--- config.mk ---
export PLATFORM = sky130hd
export DESIGN_NAME = split_pwm
export DESIGN_NICKNAME = d
export VERILOG_FILES = /design/src/rtl/split_pwm_pkg.sv /design/src/rtl/split_pwm_regs.sv /design/src/rtl/split_pwm_engine.sv /design/src/rtl/split_pwm.sv
export SDC_FILE = /design/constraint.sdc
export NUM_CORES = 1
export LEC_CHECK = 0
export BUFFER_PORTS_ARGS = -buffer_cell sky130_fd_sc_hd__buf_2
export CAP_MARGIN = 30
export CORE_UTILIZATION = 35
export CTS_BUF_LIST = sky130_fd_sc_hd__clkbuf_8
export DETAILED_ROUTE_END_ITERATION = 8
export PLACE_DENSITY = 0.59
export SETUP_SLACK_MARGIN = 0.4
export SYNTH_ARGS = -nofsm -noshare
export SYNTH_HDL_FRONTEND = slang
export SYNTH_SLANG_ARGS = --single-unit
--- constraint.sdc ---
create_clock -name clk -period 3 [get_ports clk]
set_input_delay 0.3 -clock clk [delete_from_list [all_inputs] [get_ports clk]]
set_output_delay 0.3 -clock clk [all_outputs]
set_load 0.03 [all_outputs]
--- src/rtl/split_pwm_pkg.sv ---
package split_pwm_pkg;
   typedef enum logic {PH_LO = 1'b0, PH_HI = 1'b1} phase_e;
endpackage

--- src/rtl/split_pwm_regs.sv ---
module split_pwm_regs #(
   parameter int CNT_W  = 16,
   parameter int DEF_ON = 0,
   parameter int DEF_OFF = 0
) (
   input  logic             clk,
   input  logic             rst_n,
   input  logic             on_wr,
   input  logic             off_wr,
   input  logic [CNT_W-1:0] wr_data,
   output logic [CNT_W-1:0] stage_on,
   output logic [CNT_W-1:0] act_on,
   output logic [CNT_W-1:0] act_off
);
   localparam logic [CNT_W-1:0] RST_ON  = CNT_W'(DEF_ON);
   localparam logic [CNT_W-1:0] RST_OFF = CNT_W'(DEF_OFF);

   // staging register: written by the high-count strobe only
   always_ff @(posedge clk) begin
      if (!rst_n)     stage_on <= RST_ON;
      else if (on_wr) stage_on <= wr_data;
   end

   // committed pair: loaded together by the low-count strobe
   always_ff @(posedge clk) begin
      if (!rst_n) begin
         act_on  <= RST_ON;
         act_off <= RST_OFF;
      end else if (off_wr) begin
         act_on  <= stage_on;
         act_off <= wr_data;
      end
   end
endmodule

--- src/rtl/split_pwm_engine.sv ---
module split_pwm_engine
   import split_pwm_pkg::*;
#(
   parameter int CNT_W  = 16,
   parameter int DEF_ON = 0
) (
   input  logic             clk,
   input  logic             rst_n,
   input  logic             restart,
   input  logic [CNT_W-1:0] new_on,
   input  logic [CNT_W-1:0] act_on,
   input  logic [CNT_W-1:0] act_off,
   output logic             level,
   output logic             start_q
);
   localparam logic [CNT_W-1:0] ONE     = CNT_W'(1);
   localparam logic [CNT_W-1:0] ZERO    = '0;
   localparam bit               RST_HI  = (DEF_ON != 0);

   phase_e           phase;
   logic [CNT_W-1:0] cnt;
   logic             hi_done, lo_done;

   assign hi_done = (cnt == act_on - ONE);
   assign lo_done = (act_off == ZERO) || (cnt == act_off - ONE);
   assign level   = (phase == PH_HI);

   always_ff @(posedge clk) begin
      if (!rst_n) begin
         phase   <= RST_HI ? PH_HI : PH_LO;
         cnt     <= ZERO;
         start_q <= RST_HI;
      end else if (restart) begin
         phase   <= (new_on != ZERO) ? PH_HI : PH_LO;
         cnt     <= ZERO;
         start_q <= (new_on != ZERO);
      end else begin
         start_q <= 1'b0;
         unique case (phase)
            PH_HI: begin
               if (hi_done) begin
                  cnt <= ZERO;
                  if (act_off != ZERO) phase <= PH_LO;
               end else begin
                  cnt <= cnt + ONE;
               end
            end
            PH_LO: begin
               if (lo_done) begin
                  cnt <= ZERO;
                  if (act_on != ZERO) begin
                     phase   <= PH_HI;
                     start_q <= 1'b1;
                  end
               end else begin
                  cnt <= cnt + ONE;
               end
            end
            default: phase <= PH_LO;
         endcase
      end
   end
endmodule

--- src/rtl/split_pwm.sv ---
module split_pwm #(
   parameter int CNT_W      = 16,
   parameter int DEF_ON     = 0,
   parameter int DEF_OFF    = 0,
   parameter bit EMIT_START = 1'b1
) (
   input  logic             clk,
   input  logic             rst_n,
   input  logic             on_wr,
   input  logic             off_wr,
   input  logic [CNT_W-1:0] wr_data,
   output logic             pwm_out,
   output logic             cycle_start
);
   if (CNT_W < 2 || CNT_W > 32) begin : g_bad_width
      $error("split_pwm: CNT_W must lie in 2..32");
   end
   if (DEF_ON < 0 || DEF_ON >= (64'd1 << CNT_W) || DEF_OFF < 0 || DEF_OFF >= (64'd1 << CNT_W)) begin : g_bad_default
      $error("split_pwm: reset counts must fit in CNT_W bits");
   end

   logic [CNT_W-1:0] stage_on, act_on, act_off;
   logic             start_q;

   split_pwm_regs #(.CNT_W(CNT_W), .DEF_ON(DEF_ON), .DEF_OFF(DEF_OFF)) u_regs (
      .clk(clk), .rst_n(rst_n), .on_wr(on_wr), .off_wr(off_wr), .wr_data(wr_data),
      .stage_on(stage_on), .act_on(act_on), .act_off(act_off)
   );

   split_pwm_engine #(.CNT_W(CNT_W), .DEF_ON(DEF_ON)) u_engine (
      .clk(clk), .rst_n(rst_n), .restart(off_wr), .new_on(stage_on),
      .act_on(act_on), .act_off(act_off), .level(pwm_out), .start_q(start_q)
   );

   if (EMIT_START) begin : g_start
      assign cycle_start = start_q;
   end else begin : g_no_start
      assign cycle_start = 1'b0;
   end
endmodule

# After elaboration in Yosys (flattened, before gate mapping)
# Cells that the tools add are included.
# classes
addsub	3
eq_ne	2
muxes	12
bitwise_logic	2
n_reduce_logical	6
# op_table
cell	n
16-bit nonzero test	3
16-bit equality test	2
16-bit 2-to-1 mux	2
16-bit case mux with 2 select lines	1
16-bit by 1-bit subtractor with 16-bit output, second input constant	2
16-bit by 1-bit adder with 16-bit output, second input constant	1
16-bit zero test	1
1-bit 2-to-1 mux	8
1-bit inverter	2
1-bit case mux with 2 select lines	1
2-bit OR reduction	1
1-bit logical OR	1
# totals
ff_bits	66
in_bits	20
out_inout_bits	2
word_cells	31

# Depth between registers and ports, before layout
# Gate-level depths: netlist of run 1.
# logic_depth
word_depth	6
mapped_depth	10
depth_no_buf	9

# Modules after synthesis
# A second synthesis of run 1 with hierarchy kept.
# hier_totals
cells_unflattened	402
hier_area_um2	3788.6
# modules_own_cells
mod	instances	cells_each	area_per_inst_um2	seq_area_each_um2
split_pwm_engine	1	247	1921.8	360.3
split_pwm_regs	1	155	1866.8	960.9

# Worst setup path before layout of run 1
# No wires, ideal clock.
# synth_timing
path_type	register to register
from	register u_regs.act_off[4]
to	register u_engine.cnt[11]
setup_time_ns	0.128
arrival_time_ns	2.285
required_ns	2.872
slack_ns	0.587
path_stages_with_launch	10
path_buffers	2
period_less_slack_ns	2.413
cell_sequence	dfxtp_1 or4_4 buf_6 nor4_4 mux2_4 a22oi_2 a41oi_4 buf_6 nand3b_1 o31ai_1
# synth_between
elab_chain_len	5
word_cells_on_any_way	6
cone_classes	1 x add/sub; 1 x eq/ne; 2 x mux; 2 x reduce/logical
# synth_rtl
item	line_no	rtl
start: declaration	split_pwm_regs.sv:13	output logic [CNT_W-1:0] act_off
start signal: assignment	split_pwm_regs.sv:31	act_off <= wr_data;
16-bit by 1-bit subtractor with 16-bit output	split_pwm_engine.sv:25	assign lo_done = (act_off == ZERO) || (cnt == act_off - ONE);
16-bit equality test	split_pwm_engine.sv:25	
1-bit logical OR *	split_pwm_engine.sv:25	
16-bit 2-to-1 mux *	split_pwm_engine.sv:49	if (lo_done) begin
16-bit case mux with 2 select lines *	split_pwm_engine.sv:39	unique case (phase)
end signal: assignment	split_pwm_engine.sv:45	cnt <= cnt + ONE;
end signal: assignment	split_pwm_engine.sv:56	cnt <= cnt + ONE;
end: declaration	split_pwm_engine.sv:21	logic [CNT_W-1:0] cnt;
# Mark *: on every way between the ends. The rest lies on a longest branch, timed or not.
# A chain may end at the register's enable or synchronous reset.

# Worst setup path after layout of run 1
# layout_timing
from	register u_regs.act_off[5]
to	register u_engine.cnt[1]
# The elaborated chain is that of the path after synthesis.

==> qor.tcl, run 1 <==
set qor(outcome) {complete, no violations}
set qor(post-place-cells) 608
set qor(crit_buf_inv) 2
set qor(syn_to_final_growth_pct) 11.8
set qor(vias_per_cell) 5.36
set qor(hold_path_startpoint) {wr_data[3]}
set qor(grt_util_overall_pct) 18.8
set qor(die_area_sq_um) 12200
set qor(stdcell_count) 632
set qor(tightest_slew_ns) 0.578
set qor(cts.htree.levels) 3
set qor(max-slew-margin-rel_pct) 61.5
set qor(most_common_library_cell_in_the_layout_ignoring_fill_and_taps) {sky130_fd_sc_hd__dfxtp_1}
set qor(ff2ff_path_depth) 9
set qor(ctsRootBufferMaster) {sky130_fd_sc_hd__clkbuf_8}
set qor(ys_async_rst_share_pct) 0
set qor(vdd.ir_drop.worst_mv) 0.313
set qor(placed_area_sq_um) 4310
set qor(report.final.slew_viol_count) 0
set qor(synth-edff-count) 0
set qor(synth.ff_latch_count) 66
set qor(ys_warn_count) 0
set qor(hold_ws_ns) 0.209
set qor(initial_utilization_pct) 36.0
set qor(cts_buf_count) 9
set qor(finalCoreUtilization_pct) 40.2
set qor(drt_iter0_drc) 137
set qor(synth_compound_area_share_pct) 9.05
set qor(timing.critical_path.fanout_max) 16
set qor(seq_power_share_pct) 47.6
set qor(postLayoutCellArea_sq_um) 4590
set qor(cpMaxStageDelayCell) {sky130_fd_sc_hd__or4_4}
set qor(worstPathRequired_ns) 3.25
set qor(startpoint) {u_regs.act_off[5]}
set qor(yosys.area_share.xor_xnor_pct) 11.5
set qor(synth.mux.area_fraction_pct) 13.6
set qor(p_clk_share_pct) 34.1
set qor(synthAdderAreaFrac_pct) 1.22
set qor(cp_slowest_stage_delay_ns) 0.58
set qor(p_leak_nw) 1.82
set qor(synthesis.nets) 489
set qor(clock_tree_from_tritoncts) {done}
set qor(post-route-drc-count) 0
set qor(setup_total_negative_slack_ns) 0
set qor(chip_height_microns) 110
set qor(clock_transition_at_path_regs_ns) 0.08
set qor(synth_area_sq_um) 4110
set qor(fp.coreArea_sq_um) 11400
set qor(floorplan.rows) 39
set qor(clock_sinks) 66
set qor(rr_endpoint) {u_engine.cnt[1]}
set qor(grt_pass1_vias) 3246
set qor(achievable-frequency_ghz) 0.401
set qor(rr_startpoint) {u_regs.act_off[5]}
set qor(min-delay-path-class) {in -> reg}
set qor(num_antenna_cells) 0
set qor(synth_top_family_by_area) {simple AND/OR/NAND/NOR gates}
set qor(timing.critical_path.arrival_ns) 2.74
set qor(place.detailed.hpwl_microns) 7730
set qor(post_route_cells_drive_above_1_share_pct) 16.2
set qor(finalNetCount) 508
set qor(gr-total-overflow) 0
set qor(postSynthCellCount) 465
set qor(layout.cells.most_common_list) {sky130_fd_sc_hd__dfxtp_1 (64), sky130_fd_sc_hd__mux2i_1 (53), sky130_fd_sc_hd__nor2b_1 (52)}
set qor(gp_routability_congestion) 0.869
set qor(largest_net_degree_at_the_start_of_global_routing) 50
set qor(number_of_nets_with_antenna_violations_after_routing) 0
set qor(synth.yosys.seq_area_share_pct) 32.2
set qor(category_of_cells_accounting_for_the_largest_share_of_critical_path_delay) {simple AND/OR/NAND/NOR gates}
set qor(drt-wirelength-per-cell_microns) 16.4
set qor(timing_hold_violations_final) 0
set qor(power_density_nw_per_um2) 445
set qor(routed_wl_microns) 10400
set qor(io-pin-count) 22
set qor(power_frac_comb_pct) 18.3
set qor(detailroute.via_count) 3389
set qor(unrepaired_setup_endpoints_after_global_routing) {yes}
set qor(ys_top_cells_by_area) {sky130_fd_sc_hd__dfxtp_1 (32%), sky130_fd_sc_hd__mux2i_1 (13%), sky130_fd_sc_hd__nor2b_1 (7.9%)}
set qor(synth_simple_gate_area_share_pct) 27.7
set qor(total_switching_power_w) 0.000644
set qor(grt_pass1_wl_microns) 17000
set qor(report.final.setup_viol) 0
set qor(synth.largest_area_cell) {sky130_fd_sc_hd__dfxtp_1}
set qor(period_share_pct) 83.2
set qor(worstSetupStartpointType) {flop}
set qor(max-cap-violations) 0
set qor(finalWorstPathRequiredPeriod_ns) 2.50
set qor(synthFlopType) {sky130_fd_sc_hd__dfxtp_1}
set qor(critical_path_class) {reg -> reg}
set qor(antenna_violations_before_repair) 0
set qor(average_size_of_a_mapped_cell_sq_um) 8.83
set qor(p_int_w) 0.00140
set qor(critical_path.cell_chain) {or4_4 -> buf_4 -> nor3b_2 -> nand4_1 -> a211oi_2 -> a41oi_4 -> buf_12 -> nand4b_1 -> o21ai_0}
set qor(whs_path_depth) 3
set qor(buffer_ports.inserted) 21
set qor(end_kind) {flop}
set qor(cts.path.max_buffers) 2
set qor(die-width_microns) 110
set qor(timing.reg2reg.setup_slack_ns) 0.50
set qor(worstHoldEndpoint) {u_regs.act_off[3]}
set qor(number_of_different_library_cells_in_the_post_synthesis_netlist) 66
set qor(drt_pass1_iterations) 4
set qor(yosys.area.top_type_share_pct) 32.2
set qor(fin_worst_skew_ns) 0.0108
set qor(power_switching_share_pct) 31.5
set qor(clock_insertion_delay_at_the_later_pin_of_the_skew_report_ns) 0.36
==> tightest hold or removal path, cell delays in order <==
cell,delay (ns)
sky130_fd_sc_hd__buf_2,0.09
sky130_fd_sc_hd__mux2i_1,0.06
sky130_fd_sc_hd__nor2b_1,0.09
==> cells by family after synthesis <==
kind of cell,count (synthesis)
xor gates and xnor gates,54
adders and majority gates,4
buffers and inverters,41
muxes,55
and+or+nand+nor,195
DFF,66
AOI/OAI and AO/OA,50
==> layer usage <==
layer | vias up | global-route usage [%] | routed length (microns)
li1 | 1674 | - | -
met5 | - | 0 | 0
met4 | 0 | 5.64 | 143
met3 | 14 | 4.59 | 586
met2 | 74 | 29.1 | 4770
met1 | 1627 | 25.6 | 4860
==> cell type report <==
type	count	area, sq um
Multi-Input combinational cell	358	2610
Inverter	9	33.8
Tap cell	143	179
Clock inverter	7	53.8
Clock buffer	9	124
Timing Repair Buffer	40	264
Fill cell	1180	6830
Sequential cell	66	1320
==> worst max path at each step <==
stage	cells past startpoint	slack [ns]	end
finish	9	0.50	u_engine.cnt[1]
global route	7	0.38	u_engine.level
CTS	7	0.48	u_engine.start_q
detailed placement	7	0.37	u_engine.cnt[1]
global placement	7	0.44	u_engine.cnt[1]
floorplan	9	0.59	u_engine.cnt[11]
==> cells in the mapped netlist, types with 3 or more instances <==
cell and instances:
sky130_fd_sc_hd__dfxtp_1 66, sky130_fd_sc_hd__mux2i_1 53, sky130_fd_sc_hd__nor2b_1 52, sky130_fd_sc_hd__nand2_1 34, sky130_fd_sc_hd__xnor2_1 33, sky130_fd_sc_hd__nand3_1 25, sky130_fd_sc_hd__clkbuf_1 21, sky130_fd_sc_hd__xor2_1 21
sky130_fd_sc_hd__nor2_1 20, sky130_fd_sc_hd__nor3_1 10, sky130_fd_sc_hd__o21ai_0 10, sky130_fd_sc_hd__inv_1 9, sky130_fd_sc_hd__nand4_1 8, sky130_fd_sc_hd__o21ai_1 8, sky130_fd_sc_hd__nor4_1 7, sky130_fd_sc_hd__nand3b_1 6
sky130_fd_sc_hd__nor4b_1 5, sky130_fd_sc_hd__a211oi_1 4, sky130_fd_sc_hd__and3_1 4, sky130_fd_sc_hd__ha_1 4, sky130_fd_sc_hd__nor3b_1 4, sky130_fd_sc_hd__a21oi_1 3, sky130_fd_sc_hd__buf_2 3, sky130_fd_sc_hd__o31ai_1 3
==> power by group through the flow <==
stage          logic, W  clock network, W  registers [W]
2_1_floorplan  0.000286                 0       0.000967
3_3_place_gp   0.000346                 0       0.000989
3_5_place_dp   0.000351                 0       0.000991
4_1_cts        0.000356          0.000714       0.000970
5_1_grt        0.000415          0.000749       0.000980
6_report       0.000375          0.000697       0.000973
==> through the flow <==
| step | setup WS, ns | total power [W] |
|---|---|---|
| CTS | 0.481 | 0.00204 |
| detailed placement | 0.373 | 0.00134 |
| global route | 0.381 | 0.00214 |
| finish | 0.505 | 0.00204 |
| floorplan | 0.587 | 0.00125 |
| global placement | 0.439 | 0.00134 |
==> sequential cells by signal (all words and copies together) (netlist names) <==
register	flops
u_engine.cnt	16
u_regs.act_off	16
u_regs.act_on	16
u_regs.stage_on	16
u_engine.level	1
u_engine.start_q	1
==> what timing repair did <==
| item | in CTS | in global routing |
|---|---|---|
| endpoints found under the setup margin | 16 | 18 |
| hold buffers | 0 | 0 |
| buffers inserted | 1 | 7 |
| gates resized for setup | 0 | 8 |
| pin swaps | 1 | 4 |
Power figures use the tool's default switching activity.
==> inputs of run 2 (changes only) <==
- PLACE_DENSITY: 0.59 -> 0.6
- clock period: 3 -> 2.1 ns (I/O delays scaled with it)
==> run 2 against run 1 <==
Effect of this change: the run now ends with negative setup slack left; sequential share of layout area shrank 3.2 points; global-route usage rose by 0.92 points; non-clock buffer count rose by 63; hold slack worse by 0.090 ns; power grew 49%; combinational power grew 83%; utilization up 5.0 points; register-to-register slack worse by 0.94 ns; clock skew is 0.0042 ns higher; cell count rose by 10%.
==> qor.tcl, run 2 (synthesis results as in run 1) <==
set qor(outcome) {finished with violations}
set qor(violations) {negative setup slack}
set qor(cp_slowest_stage_delay_ns) 0.57 ;# about the same
set qor(finalWorstPathRequiredPeriod_ns) 2.53 ;# +0.0360 ns
set qor(achievable-frequency_ghz) 0.395 ;# -1.4%
set qor(antenna_violations_before_repair) 0 ;# unchanged
set qor(p_leak_nw) 2.16 ;# +19%
set qor(drt_iter0_drc) 117 ;# -15%
set qor(grt_pass1_wl_microns) 17800 ;# +4.5%
set qor(die_area_sq_um) 12200 ;# unchanged
set qor(worstPathRequired_ns) 2.34 ;# -0.91 ns
set qor(end_kind) {flop}
set qor(cpMaxStageDelayCell) {sky130_fd_sc_hd__or4_4}
set qor(num_antenna_cells) 0 ;# unchanged
set qor(finalCoreUtilization_pct) 45.2 ;# +5.0 points
set qor(clock_transition_at_path_regs_ns) 0.08 ;# about the same
set qor(layout.cells.most_common_list) {sky130_fd_sc_hd__buf_4 (76), sky130_fd_sc_hd__dfxtp_1 (64), sky130_fd_sc_hd__mux2i_1 (53)}
set qor(timing.critical_path.fanout_max) 6 ;# -10
set qor(grt_util_overall_pct) 19.7 ;# +0.92 points
set qor(vdd.ir_drop.worst_mv) 0.552 ;# +76%
set qor(vias_per_cell) 5.22 ;# -2.6%
set qor(timing.critical_path.arrival_ns) 2.77 ;# +0.03 ns
set qor(clock_tree_from_tritoncts) {done}
set qor(post_route_cells_drive_above_1_share_pct) 28.3 ;# +12 points
set qor(die-width_microns) 110 ;# unchanged
set qor(layout.area.seq_sq_um) 1320 ;# unchanged
set qor(place.detailed.hpwl_microns) 8860 ;# +15%
set qor(unrepaired_setup_endpoints_after_global_routing) {yes}
set qor(largest_net_degree_at_the_start_of_global_routing) 50 ;# unchanged
set qor(number_of_nets_with_antenna_violations_after_routing) 0 ;# unchanged
set qor(syn_to_final_growth_pct) 25.6
set qor(clock_sinks) 66 ;# unchanged
set qor(finalNetCount) 571 ;# +12%
set qor(cts.htree.levels) 3 ;# unchanged
set qor(fp.coreArea_sq_um) 11400 ;# unchanged
set qor(most_common_library_cell_in_the_layout_ignoring_fill_and_taps) {sky130_fd_sc_hd__buf_4}
set qor(timing_hold_violations_final) 0 ;# unchanged
set qor(detailroute.via_count) 3629 ;# +7.1%
set qor(clock_insertion_delay_at_the_later_pin_of_the_skew_report_ns) 0.36 ;# about the same
set qor(ctsRootBufferMaster) {sky130_fd_sc_hd__clkbuf_8}
set qor(power_density_nw_per_um2) 592 ;# +33%
set qor(final_critical_path_setup_slack_ns) -0.431 ;# -0.936 ns
set qor(gp_routability_congestion) 0.952 ;# +9.6%
set qor(initial_utilization_pct) 36.0 ;# unchanged
set qor(report.final.slew_viol_count) 0 ;# unchanged
set qor(critical_path_class) {reg -> reg}
set qor(post-route-drc-count) 0 ;# unchanged
set qor(routed_wl_microns) 11400 ;# +9.7%
set qor(post-place-cells) 677 ;# +11%
set qor(grt_pass1_vias) 3497 ;# +7.7%
set qor(tightest_slew_ns) 0.599 ;# +0.0210 ns
set qor(drt_pass1_iterations) 4 ;# unchanged
set qor(num-fill-cells) 1141 ;# -3.3%
set qor(cts.path.max_buffers) 2 ;# unchanged
set qor(worstSetupStartpointType) {flop}
set qor(report.final.setup_viol) 18 ;# +18
set qor(combined_area_of_the_multi_input_logic_cells_sq_um) 2680 ;# +2.4%
set qor(min-delay-path-class) {in -> reg}
set qor(fin_worst_skew_ns) 0.0150 ;# +0.00422 ns
set qor(io-pin-count) 22 ;# unchanged
set qor(buffer_ports.inserted) 21 ;# unchanged
set qor(critical_path.cell_chain) {or4_4 -> nor4_4 -> mux2_4 -> a22oi_2 -> a41oi_4 -> buf_12 -> buf_6 -> nand3b_1 -> o31ai_1}
set qor(chip_height_microns) 110 ;# unchanged
set qor(period_share_pct) 121 ;# +37 points
set qor(max-slew-margin-rel_pct) 59.7 ;# -1.8 points
set qor(max-cap-violations) 0 ;# unchanged
set qor(gr-total-overflow) 0 ;# unchanged
set qor(drt-wirelength-per-cell_microns) 16.3 ;# -0.21%
set qor(stdcell_count) 695 ;# +10%
set qor(floorplan.rows) 39 ;# unchanged
set qor(ctsHoldBuffers) 0 ;# unchanged
set qor(cts_buf_count) 9 ;# unchanged
set qor(hold_ws_ns) 0.119 ;# -0.0900 ns
-- run 2: cell types whose count changed in the layout (fill, tap and decap cells not counted), moves of 4 or more --
cell / delta
sky130_fd_sc_hd__o21ai_0: -6
sky130_fd_sc_hd__o21ai_2: +4
sky130_fd_sc_hd__nand3_2: +7
sky130_fd_sc_hd__nand3_1: -7
sky130_fd_sc_hd__buf_4: +59
-- run 2: timing repair --
action	4_1_cts	5_1_grt
pin swaps	4	5
setup buffers	1	1
endpoints found under the setup margin	18	18
cloned	0	0
gates resized for setup	3	23
-- run 2: power breakdown --
part	internal, W	total (W)	switching, W
logic	0.000345	0.000685	0.000340
registers	0.00130	0.00136	0.0000590
clock network	0.000433	0.00101	0.000572
total	0.00208	0.00305	0.000971
-- run 2: layer usage --
metal,global-route usage (%),up-vias,wire length (microns)
met2,32.6,65,5290
met3,3.82,15,377
met1,25.8,1753,5490
li1,-,1796,-
met4,5.83,0,202
met5,0,-,0
-- run 2: critical path, delay by kind of cell, from the launching register on --
family,cells,cell delay (ns)
buf+inv,2,0.28
mux,1,0.33
flops,1,0.32
compound gates,3,0.49
simple gates,3,0.98
-- run 2: metrics by stage --
stage	setup WS [ns]	instance area [sq um]	TNS [ns]	power [W]
2_1_floorplan	-0.290	4130	-4.06	0.00179
3_3_place_gp	-0.359	4860	-5.28	0.00203
3_5_place_dp	-0.377	4860	-6.03	0.00205
4_1_cts	-0.356	5060	-5.79	0.00306
5_1_grt	-0.496	5160	-8.33	0.00318
6_report	-0.431	5160	-6.84	0.00305
-- run 2: path summary, 6_finish.rpt --
| check | startpoint | endpoint | slack, ns | cells after the start |
|---|---|---|---|---|
| worst max-delay path | u_regs.act_off[6] | u_engine.cnt[9] | -0.43 | 9 |
| worst max register to register | u_regs.act_off[6] | u_engine.cnt[9] | -0.43 | 9 |
| worst min-delay path | wr_data[2] | u_regs.act_off[2] | 0.12 | 3 |
| worst min register to register | u_regs.stage_on[15] | u_regs.stage_on[15] | 0.56 | 2 |
-- run 2: cell type report --
| type | count | share of cell area, % |
|---|---|---|
| repair buffers | 103 | 14.9 |
| multi-input cells | 358 | 51.9 |
| clock inverters | 7 | 1.02 |
| clock buffers | 9 | 2.40 |
| flip-flops and latches | 66 | 25.7 |
| well taps | 143 | 3.47 |
| inverters | 9 | 0.655 |
